$ cat src/rtl/pwsw_pkg.sv
package pwsw_pkg;
  typedef struct packed {
    logic vld;
    logic val;
  } bit_evt_t;
endpackage

$ cat src/rtl/pwsw_sync.sv
module pwsw_sync #(
  parameter int STAGES = 2
) (
  input  logic clk_i,
  input  logic rst_ni,
  input  logic d_i,
  output logic q_o
);
  logic [STAGES-1:0] ff_q;

  always_ff @(posedge clk_i or negedge rst_ni) begin
    if (!rst_ni) ff_q <= '1;  // idle high
    else         ff_q <= {ff_q[STAGES-2:0], d_i};
  end

  assign q_o = ff_q[STAGES-1];
endmodule

$ cat src/rtl/pwsw_lowtimer.sv
module pwsw_lowtimer
  import pwsw_pkg::*;
#(
  parameter int LOW_THRESH = 8,
  parameter int MIN_LOW    = 2
) (
  input  logic     clk_i,
  input  logic     rst_ni,
  input  logic     line_s_i,
  output bit_evt_t evt_o,
  output logic     glitch_o
);
  localparam int LW = $clog2(LOW_THRESH + 1);
  localparam logic [LW-1:0] CNT_SAT = LW'(LOW_THRESH);
  localparam logic [LW-1:0] CNT_MIN = LW'(MIN_LOW);

  logic          line_q;
  logic [LW-1:0] cnt_q;
  logic          rise;

  always_ff @(posedge clk_i or negedge rst_ni) begin
    if (!rst_ni) line_q <= 1'b1;
    else         line_q <= line_s_i;
  end

  always_ff @(posedge clk_i or negedge rst_ni) begin
    if (!rst_ni)                         cnt_q <= '0;
    else if (line_s_i)                   cnt_q <= '0;
    else if (cnt_q != CNT_SAT)           cnt_q <= cnt_q + 1'b1;
  end

  assign rise      = line_s_i & ~line_q;
  assign evt_o.vld = rise && (cnt_q >= CNT_MIN);
  assign evt_o.val = (cnt_q < CNT_SAT);
  assign glitch_o  = rise && (cnt_q < CNT_MIN);

  AST_LOW_SATURATES: assert property (@(posedge clk_i) disable iff (!rst_ni)
    (!line_s_i && cnt_q == CNT_SAT) |=> (cnt_q == CNT_SAT));
  AST_CNT_CLEARS: assert property (@(posedge clk_i) disable iff (!rst_ni)
    line_s_i |=> (cnt_q == '0));
endmodule

$ cat src/rtl/pwsw_frame.sv
module pwsw_frame
  import pwsw_pkg::*;
#(
  parameter int WIDTH     = 16,
  parameter int IDLE_CLKS = 64
) (
  input  logic             clk_i,
  input  logic             rst_ni,
  input  logic             line_s_i,
  input  bit_evt_t         evt_i,
  output logic [WIDTH-1:0] shreg_o,
  output logic [WIDTH-1:0] data_o,
  output logic             valid_o
);
  localparam int IW = $clog2(IDLE_CLKS + 1);
  localparam logic [IW-1:0] IDLE_LAST = IW'(IDLE_CLKS - 1);

  logic [WIDTH-1:0] sh_q;
  logic [WIDTH-1:0] out_q;
  logic [IW-1:0]    idle_q;
  logic             pend_q;
  logic             vld_q;
  logic             fire;

  assign fire = pend_q && line_s_i && !evt_i.vld && (idle_q == IDLE_LAST);

  always_ff @(posedge clk_i or negedge rst_ni) begin
    if (!rst_ni)        sh_q <= '0;
    else if (evt_i.vld) sh_q <= {sh_q[WIDTH-2:0], evt_i.val};
  end

  // idle time counts only while a word is open
  always_ff @(posedge clk_i or negedge rst_ni) begin
    if (!rst_ni)                                 idle_q <= '0;
    else if (!line_s_i || evt_i.vld || !pend_q)  idle_q <= '0;
    else if (!fire)                              idle_q <= idle_q + 1'b1;
    else                                         idle_q <= '0;
  end

  always_ff @(posedge clk_i or negedge rst_ni) begin
    if (!rst_ni)        pend_q <= 1'b0;
    else if (evt_i.vld) pend_q <= 1'b1;
    else if (fire)      pend_q <= 1'b0;
  end

  always_ff @(posedge clk_i or negedge rst_ni) begin
    if (!rst_ni) begin
      out_q <= '0;
      vld_q <= 1'b0;
    end else begin
      vld_q <= fire;
      if (fire) out_q <= sh_q;
    end
  end

  assign shreg_o = sh_q;
  assign data_o  = out_q;
  assign valid_o = vld_q;

  AST_SHIFT_IN: assert property (@(posedge clk_i) disable iff (!rst_ni)
    evt_i.vld |=> (sh_q == {$past(sh_q[WIDTH-2:0]), $past(evt_i.val)}));
  AST_STROBE_ONE_CLK: assert property (@(posedge clk_i) disable iff (!rst_ni)
    valid_o |=> !valid_o);
  AST_LATCH_DATA: assert property (@(posedge clk_i) disable iff (!rst_ni)
    $rose(valid_o) |-> (data_o == $past(sh_q)));
  AST_NO_RELATCH: assert property (@(posedge clk_i) disable iff (!rst_ni)
    (valid_o && !evt_i.vld) |=> !valid_o ##1 !valid_o);
endmodule

$ cat src/rtl/pwsw_rx.sv
module pwsw_rx
  import pwsw_pkg::*;
#(
  parameter int WIDTH      = 16,
  parameter int LOW_THRESH = 8,
  parameter int MIN_LOW    = 2,
  parameter int IDLE_CLKS  = 64
) (
  input  logic             clk_i,
  input  logic             rst_ni,
  input  logic             line_i,
  output logic [WIDTH-1:0] data_o,
  output logic             valid_o
);
  logic             line_s;
  bit_evt_t         evt;
  logic             glitch;
  logic [WIDTH-1:0] shreg;

  pwsw_sync #(.STAGES(2)) u_sync (
    .clk_i (clk_i),
    .rst_ni(rst_ni),
    .d_i   (line_i),
    .q_o   (line_s)
  );

  pwsw_lowtimer #(
    .LOW_THRESH(LOW_THRESH),
    .MIN_LOW   (MIN_LOW)
  ) u_timer (
    .clk_i   (clk_i),
    .rst_ni  (rst_ni),
    .line_s_i(line_s),
    .evt_o   (evt),
    .glitch_o(glitch)
  );

  pwsw_frame #(
    .WIDTH    (WIDTH),
    .IDLE_CLKS(IDLE_CLKS)
  ) u_frame (
    .clk_i   (clk_i),
    .rst_ni  (rst_ni),
    .line_s_i(line_s),
    .evt_i   (evt),
    .shreg_o (shreg),
    .data_o  (data_o),
    .valid_o (valid_o)
  );

  AST_GLITCH_NO_SHIFT: assert property (@(posedge clk_i) disable iff (!rst_ni)
    glitch |=> $stable(shreg));
  AST_NO_STROBE_ON_LOW: assert property (@(posedge clk_i) disable iff (!rst_ni)
    !line_s |=> !valid_o);
endmodule

$ cat config.mk
export PLATFORM = sky130hd
export DESIGN_NAME = pwsw_rx
export DESIGN_NICKNAME = d
export VERILOG_FILES = /design/src/rtl/pwsw_pkg.sv /design/src/rtl/pwsw_sync.sv /design/src/rtl/pwsw_lowtimer.sv /design/src/rtl/pwsw_frame.sv /design/src/rtl/pwsw_rx.sv
export SDC_FILE = /design/constraint.sdc
export NUM_CORES = 1
export LEC_CHECK = 0
export ABC_AREA = 0
export BUFFER_PORTS_ARGS = -buffer_cell sky130_fd_sc_hd__buf_4
export CAP_MARGIN = 20
export CORE_AREA = 3 3 130 69
export CTS_CLUSTER_DIAMETER = 100
export DETAILED_ROUTE_END_ITERATION = 10
export DIE_AREA = 0 0 133 72
export SLEW_MARGIN = 20
export SYNTH_ARGS = -nofsm -noshare
export SYNTH_HDL_FRONTEND = slang
export SYNTH_SLANG_ARGS = --single-unit
$ cat constraint.sdc
create_clock -name clk_i -period 2.25 [get_ports clk_i]
set_clock_uncertainty 0.15 [all_clocks]
set_input_delay 0.3375 -clock clk_i [delete_from_list [all_inputs] [get_ports clk_i]]
set_output_delay 0.3375 -clock clk_i [all_outputs]
set_load 0.02 [all_outputs]
==> flow_summary.toml, run 1 <==
[finish]
antennaDiodeCount = 0
layout.cells.non_filler = 267
syn_to_final_growth_pct = 21.6
nets = 160
finish.utilization_pct = 30.1
final_layout_size_suffix_gt1_share_pct = 43.9

[die]
initial_utilization_pct = 24.8
row_count = 23
fp.dieW_um = 133
die_y_um = 72
die-area_um2 = 9580
num_io_pins = 20
core_um2 = 7910

[timing]
tns_ns = 0
tightest_slew_ns = 0.622
slew_headroom_pct = 58.3
max_freq_mhz = 535
setup_viol_count_final = 0
final_max_slew_viol_count = 0
fin_crit_ns = 1.87
timing.final.ws_setup_ns = 0.381
finalCritPeriodShare_pct = 83.1
hold_viol = 0
rsz0062_at_grt = "no"

[power_and_ir_drop]
powerDensity_nw_per_um2 = 780
worst_ir_drop_vdd_v = 0.000244
p_leak_nw = 1.13

[synthesis]
synth.distinct_cells = 32
yosys-top-cells-count = "dfrtp_1, mux2_2, mux2_4"
synth_ff_type = "dfrtp_1"
netlist_top_cells_area = "dfrtp_1, mux2_2, mux2_4"
synth_seq_cells = 48
syn_area_um2 = 1960
synth_edf_count = 0
yosysTopAreaCellShare_pct = 57.4
synth.avg_cell_area_um2 = 15.3
synth-seq-area-share_pct = 61.5
syn-num-nets = 134
yosysWarnings = 0
synth_top_cell_by_area = "dfrtp_1"
yosysMostFrequentCell = "dfrtp_1"
synthArstFlopShare_pct = 100
netlist_instances = 128

[cts]
cts_tree = "yes"
clk_pin_slew_ns = 0.06
htreeDepth = 2
cts_max_path_buffers = 2
clock_sinks = 48
insertion_delay_ns = 0.28
cts-hold-fix-buffers = 1
cts_root_buf = "clkbuf_16"
cts_setup_buffers = 0
cts_made_buffers = 5
cts_resized = 0

[detailed_routing]
drt_wl_total_mm = 3.02
detail-route-antenna-nets = 0
detail_route.vias_per_cell = 3.96
drc = 0
drtPass1Iterations = 2
wl_per_cell_um = 11.3
dr.first_iter.drc_count = 32
vias = 1057

[critical_path]
critPathCaptureType = "flip-flop"
path_class = "reg -> reg"
path_cells = "ha_1, and4_2, o211ai_4, mux2_2"
ff2ff_path_depth = 4
critPathMaxFanout = 17
r2r_slack_ns = 0.38
worst_path_largest_cell_delay_ns = 0.41
critPathTopFamily = "multiplexers"
cpMaxStageDelayCell = "mux2_2"
crit_cells = 4
required_ns = 2.27
startpoint_type = "flip-flop"
critPathBufInv = 0
arrival_ns = 1.88

[global_route]
grt_start_max_net_pins = 49
grt_pass1_vias = 1135
overflow = 0
antenna_found_initial = 0
grt_use_total_pct = 7.21
grt_pass1_wl_mm = 5.52

[place]
io_buffers = 19
dp_cells = 258
dpl_worst_slack_ns = 0.378
hpwl_mm = 2.07
gp_congestion = 0.692

[run_status]
status = "complete, no violations"

[hold_path]
hold_depth = 1
holdCritPathClass = "in -> reg"

[run]
drv_cap = 0
-- layout make-up --
cell class	count	area, µm²
fill	801	5530
clock inverter	2	15.0
timing repair buffer	22	168
multi-input combinational	72	698
clock buffer	6	139
inverter	5	18.8
tap	112	140
sequential	48	1200
-- per-stage QoR --
step / power, mW / cell area [µm²] / hold WS [ns]
finish: 1.86 / 2380 / 0.00893
detailed placement: 1.13 / 2220 / 0.198
global route: 1.96 / 2380 / 0.000790
CTS: 1.89 / 2380 / 0.00449
global placement: 1.12 / 2220 / 0.196
floorplan: 1.08 / 1960 / -0.108
-- final timing paths --
check,startpoint,to
max,u_frame.idle_q[0],u_frame.data_o[8]
min,line_i,u_sync.ff_q[0]
max reg2reg,u_frame.idle_q[0],u_frame.data_o[8]
min reg2reg,u_sync.ff_q[0],u_sync.ff_q[1]
max in group asynchronous,rst_ni,u_frame.data_o[0]
min in group asynchronous,rst_ni,u_frame.data_o[13]
-- cell usage in the layout (no fill, tap or decap), types with 2 or more instances in the layout --
cell type,Yosys,routed
a211oi_1,2,2
nand3_1,3,3
inv_1,5,5
dfstp_2,3,3
mux2_4,8,8
ha_1,3,3
xor2_1,3,3
clkbuf_16,0,5
mux2_2,23,23
buf_4,1,21
xnor2_1,2,2
nand3b_1,3,3
clkinvlp_4,0,2
nand2_1,2,2
dfrtp_1,45,45
nor3_1,2,2
nor2_1,6,6
-- layer usage --
| layer | vias to the layer above | track usage (%) | share of wire, % |
|---|---|---|---|
| met5 | - | 0 | 0 |
| met4 | 0 | 3.46 | 2.0 |
| met3 | 6 | 2.49 | 3.2 |
| met2 | 11 | 12.1 | 50 |
| met1 | 538 | 8.41 | 45 |
| li1 | 502 | - | - |
-- power breakdown --
group          internal (mW)  leakage (nW)  switching (mW)  total [mW]
Sequential             0.932         0.637          0.0547       0.986
Clock                  0.441        0.0691           0.305       0.747
Combinational         0.0696         0.421          0.0567       0.126
Total                   1.44          1.13           0.417        1.86
-- logic make-up after synthesis --
logic type	count (synthesis)	share of synthesized area [%]
compound gates	8	3.57
flops	48	61.5
mux	32	19.8
buf+inv	8	2.94
xor+xnor	5	2.23
simple gates	24	8.04
fa+ha+maj	3	1.91
-- registers in the layout (all words and copies together), names as in the netlist --
register / count
u_timer.cnt_q: 4
u_frame.data_o: 16
u_frame.shreg_o: 16
u_sync.ff_q: 2
u_timer.line_q: 1
u_frame.idle_q: 7
u_frame.valid_o: 1
u_frame.pend_q: 1
No activity file was read; power rests on OpenSTA's default activity.
==> inputs of run 2 (changes only) <==
Clock period 2.25 ns to 1.9 ns, I/O delays scaled along.
==> run 2 against run 1 <==
  * Clock-buffer cell count unchanged
  * Via count decreased by 1.4%
  * Clock power grew 18%
  * Hold slack better by 0.20 ns
  * Critical endpoint is now u_frame.data_o[4]
  * Largest cell class unchanged
==> flow_summary.toml, run 2 (synthesis gave the netlist of run 1 again) <==
[critical_path]
critPathMaxFanout = 11
cpMaxStageDelayCell = "dfrtp_1"
r2r-end = "u_frame.data_o[4]"
required_ns = 1.92
path_cells = "ha_1, and4_2, o211ai_4, buf_12, mux2_2"
critPathBufInv = 1
path_class = "reg -> reg"
r2r_slack_ns = 0.11
startpoint_type = "flip-flop"
critPathCaptureType = "flip-flop"
arrival_ns = 1.81
crit-reg2reg-launch = "u_frame.idle_q[0]"
worst_path_largest_cell_delay_ns = 0.39
critPathTopFamily = "flip-flops"
ff2ff_path_depth = 5

[power_and_ir_drop]
power.switching_mw = 0.487
internal-power_mw = 1.72
clkPwrFrac_pct = 40.0
sw_frac_of_total_pct = 22.1
p_leak_nw = 1.17
worst_ir_drop_vdd_v = 0.000314
powerDensity_nw_per_um2 = 896
seqPwrFrac_pct = 52.8
power_frac_comb_pct = 7.2

[global_route]
grt_pass1_vias = 1091
antenna_found_initial = 0
grt_use_total_pct = 6.82
grt_pass1_wl_mm = 5.25
grt_start_max_net_pins = 49
overflow = 0

[finish]
fillers = 789
nets = 165
final_cell_mix = "dfrtp_1, mux2_2, buf_4"
final_common_cell = "dfrtp_1"
layout.cells.non_filler = 272
final_layout_size_suffix_gt1_share_pct = 45.0
syn_to_final_growth_pct = 25.5
antennaDiodeCount = 0

[die]
initial_utilization_pct = 24.8
num_io_pins = 20
die-area_um2 = 9580
core_um2 = 7910
row_count = 23
die_y_um = 72
fp.dieW_um = 133

[timing]
tns_ns = 0
final_max_slew_viol_count = 0
finalCritPeriodShare_pct = 94.3
max_freq_mhz = 558
slew_headroom_pct = 61.2
hold_viol = 0
rsz0062_at_grt = "no"
holdWs_ns = 0.206
setup_viol_count_final = 0
fin_crit_ns = 1.79
tightest_slew_ns = 0.582

[place]
dp_cells = 260
gp_congestion = 0.695
hpwl_mm = 2.07
io_buffers = 19

[detailed_routing]
drc = 0
dr.first_iter.drc_count = 62
vias = 1042
detail_route.vias_per_cell = 3.83
wl_per_cell_um = 11.0
detail-route-antenna-nets = 0
drt_wl_total_mm = 3.00
drtPass1Iterations = 2

[run_status]
status = "complete, no violations"

[cts]
insertion_delay_ns = 0.28
cts_made_buffers = 5
htreeDepth = 2
cts_max_path_buffers = 2
clock_sinks = 48
cts_root_buf = "clkbuf_16"
clk_pin_slew_ns = 0.06
cts_tree = "yes"

[hold_path]
hold_depth = 0
min_from = "u_sync.ff_q[0]"
holdPathEnd = "u_sync.ff_q[1]"
holdCritPathClass = "reg -> reg"

[run]
drv_cap = 0
[run 2: cell types whose count changed in the layout (fill, tap and decap cells not counted)]
cell	change
buf_4	+1
inv_6	+1
buf_12	+3
clkinv_2	+1
dlygate4sd3_1	+1
clkinvlp_4	-2
[run 2: how the worst max path moves through the flow]
stage | from | to | slack (ns) | cells past startpoint
floorplan | u_frame.idle_q[0] | u_frame.data_o[0] | 0.11 | 5
detailed placement | u_frame.idle_q[0] | u_frame.data_o[11] | 0.03 | 4
global placement | u_frame.idle_q[0] | u_frame.data_o[11] | 0.07 | 4
CTS | u_frame.idle_q[0] | u_frame.data_o[11] | 0.03 | 4
finish | u_frame.idle_q[0] | u_frame.data_o[4] | 0.11 | 5
global route | u_frame.idle_q[0] | u_frame.data_o[14] | 0.06 | 5
[run 2: cell type report]
cell class                      count  area [µm²]  share of cell area, %
Sequential cell                    48        1200                   49.0
Multi-Input combinational cell     72         698                   28.4
Timing Repair Buffer               27         245                   9.97
Tap cell                          112         140                   5.70
Clock buffer                        6         139                   5.65
Inverter                            5        18.8                  0.763
Clock inverter                      2        13.8                  0.560
[run 2: worst register-to-register path: cells and delay by family, from the launching register on]
| family | cells | cell delay (ns) |
|---|---|---|
| AOI/OAI and AO/OA | 1 | 0.11 |
| adders and majority gates | 1 | 0.24 |
| buffers and inverters | 1 | 0.18 |
| DFF | 1 | 0.39 |
| muxes | 1 | 0.33 |
| and+or+nand+nor | 1 | 0.28 |
[run 2: per-stage QoR]
step,util (%),setup WS (ns),cell area (µm²),total power [mW]
detailed placement,28.4,0.0304,2250,1.34
CTS,30.6,0.0282,2420,2.24
global route,31.1,0.0602,2460,2.32
global placement,28.4,0.0726,2250,1.33
finish,31.1,0.109,2460,2.20
floorplan,-,0.113,1960,1.28
[run 2: routing by layer]
metal	track usage [%]	share of wire [%]
met5	0	0
met4	4.15	2.4
met3	1.45	1.3
met2	11.1	51
met1	8.46	46
[run 2: what timing repair did]
| action | in CTS | in global routing |
|---|---|---|
| resized for setup | 0 | 0 |
| setup buffers | 0 | 2 |
| setup endpoints to repair | 0 | 7 |
| hold buffers | 2 | 0 |
| hold endpoints to repair | 46 | 0 |
[run 2: power by group through the flow]
stage / Clock [mW] / Sequential [mW] / Combinational, mW
final: 0.882 / 1.16 / 0.159
after global placement: 0 / 1.18 / 0.154
after floorplan: 0 / 1.16 / 0.120
after global routing: 0.957 / 1.18 / 0.181
after detailed placement: 0 / 1.18 / 0.160
after CTS: 0.912 / 1.16 / 0.164
==> inputs of run 3 (changes only) <==
Clock period 1.9 ns to 1.65 ns, I/O delays scaled along.
==> run 3 against run 2 <==
  * Worst setup slack worse by 0.11 ns
  * Register-to-register slack got worse by 0.11 ns
  * First-iteration DRC count fell by 31%
  * Clock power rose by 27%
  * The run now ends with negative setup slack left
  * Routed wire length increased by 8.7%
  * Critical endpoint is now u_frame.data_o[9]
  * Design area increased by 3.4%
  * Maximum frequency grew 8.5%
  * Combinational power up 56%
  * Final cell count grew 2.2%
  * Clock-buffer cell count shrank 1
  * Non-clock buffer count increased by 6
  * Total power rose by 23%
==> flow_summary.toml, run 3 (synthesis gave the netlist of run 1 again) <==
[run_status]
status = "finished, violations left"
violations = "negative setup slack"

[critical_path]
startpoint_type = "flip-flop"
path_cells = "and4b_2, o211ai_4, buf_12, mux2_4"
cpMaxStageDelayCell = "dfstp_2"
required_ns = 1.66
path_class = "reg -> reg"
critPathBufInv = 1
critPathTopFamily = "flip-flops"
critPathCaptureType = "flip-flop"
critPathMaxFanout = 17
arrival_ns = 1.66
worst_path_largest_cell_delay_ns = 0.56

[global_route]
antenna_found_initial = 0
grt_start_max_net_pins = 49
overflow = 0
grt_pass1_vias = 1135
grt_pass1_wl_mm = 5.63
grt_use_total_pct = 7.27

[cts]
clock_sinks = 48
cts_tree = "yes"
insertion_delay_ns = 0.28
clk_pin_slew_ns = 0.06
cts_made_buffers = 5
cts_root_buf = "clkbuf_16"
htreeDepth = 2
cts_max_path_buffers = 2

[timing]
rsz0062_at_grt = "yes"
max_freq_mhz = 606
setup_viol_count_final = 1
holdWs_ns = 0.205
timing.final.ws_setup_ns = -0.000371
finalCritPeriodShare_pct = 100
slew_headroom_pct = 60.5
final_max_slew_viol_count = 0
tightest_slew_ns = 0.593
hold_viol = 0
fin_crit_ns = 1.65

[die]
num_io_pins = 20
core_um2 = 7910
die-area_um2 = 9580
initial_utilization_pct = 24.8
die_y_um = 72
fp.dieW_um = 133
row_count = 23

[finish]
final_cell_mix = "dfrtp_1, buf_4, mux2_4"
nets = 171
final_common_cell = "dfrtp_1"
final_layout_size_suffix_gt1_share_pct = 48.2
syn_to_final_growth_pct = 29.7
antennaDiodeCount = 0
fin_area_um2 = 2540
finish.utilization_pct = 32.1

[run]
drv_cap = 0

[power_and_ir_drop]
p_leak_nw = 1.22
power.switching_mw = 0.580
powerDensity_nw_per_um2 = 1070
p_total_mw = 2.71
power_frac_comb_pct = 9.1
seqPwrFrac_pct = 49.6
internal-power_mw = 2.13
clkPwrFrac_pct = 41.2
worst_ir_drop_vdd_v = 0.000419
sw_frac_of_total_pct = 21.4

[detailed_routing]
drt_wl_total_mm = 3.26
vias = 1094
dr.first_iter.drc_count = 43
detail_route.vias_per_cell = 3.94
drtPass1Iterations = 4
detail-route-antenna-nets = 0
drc = 0
wl_per_cell_um = 11.7

[place]
gp_congestion = 0.698
hpwl_mm = 2.24
io_buffers = 19
dpl_cell_area_um2 = 2320
dpl_worst_slack_ns = -0.000173

[hold_path]
holdCritPathClass = "reg -> reg"
run 3: changes by cell type in the layout (fill, tap and decap cells not counted), sizes merged:
cell	delta
buf	+6
bufinv	+1
clkbuf	-1
clkinvlp	+1
inv	-1
run 3: layout make-up:
class                      instances  area [µm²]
multi-input combinational         72         733
inverter                           5        18.8
clock buffer                       5         125
tap                              112         140
sequential                        48        1200
timing repair buffer              33         278
fill                             776        5370
clock inverter                     3        42.5
run 3: path summary, 6_finish.rpt:
path | cells past startpoint | endpoint | from | slack, ns
worst min register to register | 0 | u_sync.ff_q[1] | u_sync.ff_q[0] | 0.21
worst max register to register | 4 | u_frame.data_o[9] | u_sync.ff_q[1] | -0.0004
min in group asynchronous | 2 | u_timer.cnt_q[0] | rst_ni | 0.37
worst max-delay path | 4 | u_frame.data_o[9] | u_sync.ff_q[1] | -0.0004
worst min-delay path | 0 | u_sync.ff_q[1] | u_sync.ff_q[0] | 0.21
max in group asynchronous | 2 | u_frame.data_o[9] | rst_ni | 0.58
run 3: timing repair:
item / 4_1_cts / 5_1_grt
setup buffers: 0 / 1
hold buffers: 2 / 0
endpoints found under the hold margin: 46 / 0
resized for setup: 1 / 8
setup endpoints to repair: 2 / 25
pin swaps: 0 / 1
run 3: power by group through the flow:
| stage | Sequential, mW | Clock (mW) | Combinational, mW |
|---|---|---|---|
| detailed placement | 1.36 | 0 | 0.206 |
| floorplan | 1.34 | 0 | 0.140 |
| global placement | 1.36 | 0 | 0.198 |
| CTS | 1.34 | 1.15 | 0.211 |
| global route | 1.36 | 1.22 | 0.276 |
| finish | 1.35 | 1.12 | 0.248 |
run 3: stage by stage:
step,setup TNS (ns),std cells
5_1_grt,-0.559,278
6_report,-0.000371,278
3_3_place_gp,0,267
3_5_place_dp,-0.000173,267
4_1_cts,-0.0187,277
2_1_floorplan,-1.13,128
run 3: layer usage:
metal	global-route usage, %	part of all wire (%)	up-vias	wire length [µm]
li1	-	-	522	-
met1	8.82	46	557	1500
met2	12.6	51	13	1660
met3	2.15	2.4	2	79
met4	2.42	0.64	0	21
met5	0	0	-	0
